--- src/rtl/txstat_pkg.sv ---
package txstat_pkg;
  typedef logic [7:0] txrec_t;

  localparam int unsigned BIT_DONE = 7;
  localparam int unsigned BIT_IRQ  = 6;
  localparam int unsigned BIT_JAB  = 5;
  localparam int unsigned BIT_UND  = 4;
  localparam int unsigned BIT_MAXC = 3;
  localparam int unsigned BIT_OVF  = 2;

  function automatic txrec_t txs_make(input logic irq, input logic jab,
                                      input logic und, input logic mc);
    txrec_t r;
    r = '0;
    r[BIT_DONE] = 1'b1;
    r[BIT_IRQ]  = irq;
    r[BIT_JAB]  = jab;
    r[BIT_UND]  = und;
    r[BIT_MAXC] = mc;
    return r;
  endfunction

  function automatic logic txs_fatal(input logic jab, input logic und);
    return jab | und;
  endfunction

  function automatic logic txs_wants_irq(input txrec_t r);
    return r[BIT_IRQ] | r[BIT_JAB] | r[BIT_UND] | r[BIT_MAXC] | r[BIT_OVF];
  endfunction
endpackage

--- src/rtl/txstat_queue.sv ---
module txstat_queue
  import txstat_pkg::*;
#(
  parameter int unsigned DEPTH = 4,
  localparam int unsigned CW = $clog2(DEPTH + 1)
) (
  input  logic   clk,
  input  logic   rst_n,
  input  logic   clr,
  input  logic   push,
  input  txrec_t push_rec,
  input  logic   pop,
  output txrec_t top,
  output logic   nonempty,
  output logic   full,
  output logic   dropped
);
  txrec_t        ent_q [DEPTH];
  txrec_t        ent_d [DEPTH];
  logic [CW-1:0] cnt_q, cnt_d;
  logic          pop_ok;

  assign nonempty = (cnt_q != '0);
  assign full     = (cnt_q == CW'(DEPTH));
  assign pop_ok   = pop && nonempty;
  assign dropped  = push && full && !pop_ok && !clr;
  assign top      = nonempty ? ent_q[0] : '0;

  always_comb begin
    ent_d = ent_q;
    cnt_d = cnt_q;
    if (pop_ok) begin
      for (int i = 0; i < DEPTH - 1; i++) ent_d[i] = ent_q[i+1];
      ent_d[DEPTH-1] = '0;
      cnt_d = cnt_q - 1'b1;
    end
    if (push) begin
      if (cnt_d < CW'(DEPTH)) begin
        for (int i = 0; i < DEPTH; i++)
          if (CW'(i) == cnt_d) ent_d[i] = push_rec;
        cnt_d = cnt_d + 1'b1;
      end else begin
        ent_d[0][BIT_OVF] = 1'b1;
      end
    end
    if (clr) begin
      for (int i = 0; i < DEPTH; i++) ent_d[i] = '0;
      cnt_d = '0;
    end
  end

  generate
    for (genvar g = 0; g < DEPTH; g++) begin : g_slot
      always_ff @(posedge clk or negedge rst_n) begin
        if (!rst_n) ent_q[g] <= '0;
        else        ent_q[g] <= ent_d[g];
      end
    end
  endgenerate

  always_ff @(posedge clk or negedge rst_n) begin
    if (!rst_n) cnt_q <= '0;
    else        cnt_q <= cnt_d;
  end
endmodule

--- src/rtl/txstat_lock.sv ---
module txstat_lock
  import txstat_pkg::*;
(
  input  logic clk,
  input  logic rst_n,
  input  logic clr,
  input  logic push,
  input  logic jab,
  input  logic und,
  output logic locked
);
  always_ff @(posedge clk or negedge rst_n) begin
    if (!rst_n)                        locked <= 1'b0;
    else if (clr)                      locked <= 1'b0;
    else if (push && txs_fatal(jab, und)) locked <= 1'b1;
  end
endmodule

--- src/rtl/txstat_stack.sv ---
module txstat_stack
  import txstat_pkg::*;
#(
  parameter int unsigned DEPTH = 4
) (
  input  logic       clk,
  input  logic       rst_n,
  input  logic       push_valid,
  input  logic       push_irq_req,
  input  logic       push_jabber,
  input  logic       push_underrun,
  input  logic       push_maxcoll,
  input  logic       host_wr,
  output logic [7:0] host_rd_data,
  input  logic       tx_reset,
  output logic       tx_complete_irq,
  output logic       adapter_fail_irq,
  output logic       tx_enable
);
  txrec_t new_rec;
  txrec_t top_rec;
  logic   stk_nonempty;
  logic   stk_full;
  logic   push_drop;
  logic   tx_locked;

  assign new_rec = txs_make(push_irq_req, push_jabber, push_underrun, push_maxcoll);

  txstat_queue #(.DEPTH(DEPTH)) u_queue (
    .clk      (clk),
    .rst_n    (rst_n),
    .clr      (tx_reset),
    .push     (push_valid),
    .push_rec (new_rec),
    .pop      (host_wr),
    .top      (top_rec),
    .nonempty (stk_nonempty),
    .full     (stk_full),
    .dropped  (push_drop)
  );

  txstat_lock u_lock (
    .clk    (clk),
    .rst_n  (rst_n),
    .clr    (tx_reset),
    .push   (push_valid),
    .jab    (push_jabber),
    .und    (push_underrun),
    .locked (tx_locked)
  );

  assign host_rd_data     = top_rec;
  assign tx_complete_irq  = stk_nonempty && txs_wants_irq(top_rec);
  assign adapter_fail_irq = tx_locked;
  assign tx_enable        = !tx_locked;
endmodule

--- config.mk ---
export PLATFORM = sky130hd
export DESIGN_NAME = txstat_stack
export DESIGN_NICKNAME = d
export VERILOG_FILES = /design/src/rtl/txstat_pkg.sv /design/src/rtl/txstat_queue.sv /design/src/rtl/txstat_lock.sv /design/src/rtl/txstat_stack.sv
export SDC_FILE = /design/constraint.sdc
export NUM_CORES = 1
export LEC_CHECK = 0
export CAP_MARGIN = 20
export CORE_UTILIZATION = 23
export DETAILED_ROUTE_END_ITERATION = 10
export PLACE_DENSITY = 0.38
export SYNTH_ARGS = -nofsm -noshare
export SYNTH_HDL_FRONTEND = slang
export SYNTH_HIERARCHICAL = 1
export SYNTH_SLANG_ARGS = --single-unit
--- constraint.sdc ---
create_clock -name clk -period 2.2 [get_ports clk]
set_input_delay 0.22 -clock clk [delete_from_list [all_inputs] [get_ports clk]]
set_output_delay 0.22 -clock clk [all_outputs]
set_load 0.03 [all_outputs]
==> qor.csv <==
metric,value,unit
hold_viol_final,0,
cts_max_path_buffers,2,
initial_utilization,23.8,%
final_cell_count_no_fill,385,
layout-area-overhead-vs-synth,38.4,%
min_period_over_period,106,%
timing.setup.tns,-0.132,ns
pin_count_of_the_biggest_net_entering_global_routing,32,
routed_via_density,4.76,
clock-root-buffer,sky130_fd_sc_hd__clkbuf_8,
run_status,"complete, but fails checks",
via_count_of_the_first_global_routing_pass,2010,
cts.clk_slew.worst_paths,0.08,ns
die_area,9440,um^2
max_freq,0.429,GHz
antenna_found_initial,0,
drive_above_1_share,28.9,%
ios,20,
grt_pass1_wl,10.5,mm
cts-buffers-inserted,5,
cts_num_sinks,36,
h_tree_depth,2,
synthesis.area_per_instance,9.59,um^2
routed_wire_length_per_instance,15.9,um
gp_congestion,0.734,
cts_tree,yes,
hold_path_class,in2async,
path_class,reg2out,
overflow,0,
setup-violations-final,1,
io_buffers,19,
core_area,8760,um^2
route.antenna.remaining_nets,0,
number_of_pins_exceeding_their_max_slew_limit_in_the_final_report,0,
power.total,3.37,mW
remaining_drc_errors,0,
final.min_clock_period,2.33,ns
relSlewSlack,64.5,%
setup_slack,-0.132,ns
timing.critical_path.cells,"inv_2, ha_4, nor2b_4, inv_4, and2_4, or4_4, o21a_4, buf_6",
postRouteWirelength,6.11,mm
critical_path_required,1.98,ns
die_w,97.1,um
layout.cells.most_common,sky130_fd_sc_hd__dfrtp_1,
worst_ir_drop_vdd,0.333,mV
cp.arrival,2.11,ns
yosysWarnings,6,
clkLatencyLatePin,0.29,ns
site_row_count,34,
setup_crit_end_kind,primary output,
finish.net_count,287,
drtPass1Iterations,4,
power_density,1170,nW/um^2
crit_fanout,6,
routed-via-count,1833,
initialDrtViolationCount,53,
maxCapViolCount,0,
place.detailed.instances,372,
post-dp-hpwl,4.30,mm
skew,0.00752,ns
crit_slowest_cell,sky130_fd_sc_hd__or4_4,
worstSetupStartpointType,register,
grt_setup_unrepaired,yes,
failing_checks,setup timing,
power.leakage,1.21,nW
worstMarginPinSlew,0.532,ns
grt_util_all_layers,13.9,%
synthCells,217,
cpPeakStageDelay,0.52,ns
dieHeight,97.1,um
antenna-diode-count,0,
mostFrequentLayoutCells,"36 x sky130_fd_sc_hd__dfrtp_1, 31 x sky130_fd_sc_hd__buf_4, 23 x sky130_fd_sc_hd__nand3_1",
synth_area,2080,um^2
critical path: cells and delay by family, from the launching register on:
kind	cells	cell delay (ns)
AO/OA/AOI/OAI	1	0.20
flip-flops	1	0.39
buffers and inverters	3	0.27
adder cells (fa/ha/maj)	1	0.13
AND/OR/NAND/NOR	3	0.81
path summary, 6_finish.rpt:
| kind | start | endpoint | slack, ns | cells past startpoint |
|---|---|---|---|---|
| setup reg to reg | u_queue/cnt_q[0]$_DFF_PN0_ | u_queue/cnt_q[0]$_DFF_PN0_ | 0.12 | 9 |
| max in group asynchronous | rst_n | u_queue/ent_q[31]$_DFF_PN0_ | 1.24 | 3 |
| hold reg to reg | u_queue/ent_q[2]$_DFF_PN0_ | u_queue/ent_q[2]$_DFF_PN0_ | 0.51 | 1 |
| min in group clk | u_queue/ent_q[2]$_DFF_PN0_ | u_queue/ent_q[2]$_DFF_PN0_ | 0.51 | 1 |
| setup / recovery | u_queue/cnt_q[0]$_DFF_PN0_ | tx_complete_irq | -0.13 | 8 |
| hold / removal | rst_n | u_queue/ent_q[15]$_DFF_PN0_ | 0.42 | 2 |
sequential cells by signal (all words and copies together), names as in the netlist:
name and flops:
u_queue/cnt_q 3, u_lock/locked 1, u_queue/ent_q 32
metal layers:
layer  vias to the layer above  track usage [%]  routed length [um]  share of wire, %
li1                        915                -                   -                 -
met1                       881             18.2                2900                47
met2                        31             23.7                2960                48
met3                         6             2.66                 188               3.1
met4                         0             3.44                  63               1.0
met5                         -                0                   0                 0
repair_timing:
| item | in CTS | in global routing |
|---|---|---|
| cloned | 0 | 1 |
| hold buffers | 1 | 0 |
| pin swaps | 4 | 3 |
| buffers inserted | 5 | 2 |
| hold endpoints to repair | 20 | 0 |
| endpoints found under the setup margin | 32 | 28 |
| resized for setup | 23 | 8 |
stage by stage:
| step | setup slack [ns] | area (um^2) | util [%] | hold WS [ns] |
|---|---|---|---|---|
| after floorplan | -0.105 | 2180 | - | -0.0756 |
| after global placement | -0.339 | 2670 | 30.4 | 0.244 |
| after detailed placement | -0.357 | 2670 | 30.4 | 0.236 |
| after CTS | -0.215 | 2840 | 32.4 | 0.439 |
| after global routing | -0.228 | 2880 | 32.9 | 0.493 |
| final | -0.132 | 2880 | 32.9 | 0.421 |
power by group:
| group | switching, mW | internal [mW] | leakage (nW) | total, mW |
|---|---|---|---|---|
| Sequential | 0.0844 | 0.814 | 0.491 | 0.898 |
| Combinational | 1.04 | 0.843 | 0.666 | 1.88 |
| Clock | 0.257 | 0.337 | 0.0552 | 0.594 |
| Total | 1.38 | 1.99 | 1.21 | 3.37 |
area by class of cell:
type / count / area (um^2)
timing repair buffer: 54 / 482
clock inverter: 2 / 35.0
multi-input combinational: 171 / 1220
clock buffer: 6 / 72.6
fill: 941 / 5880
tap: 108 / 135
sequential: 36 / 901
inverter: 8 / 32.5
Power figures use the tool's default switching activity.
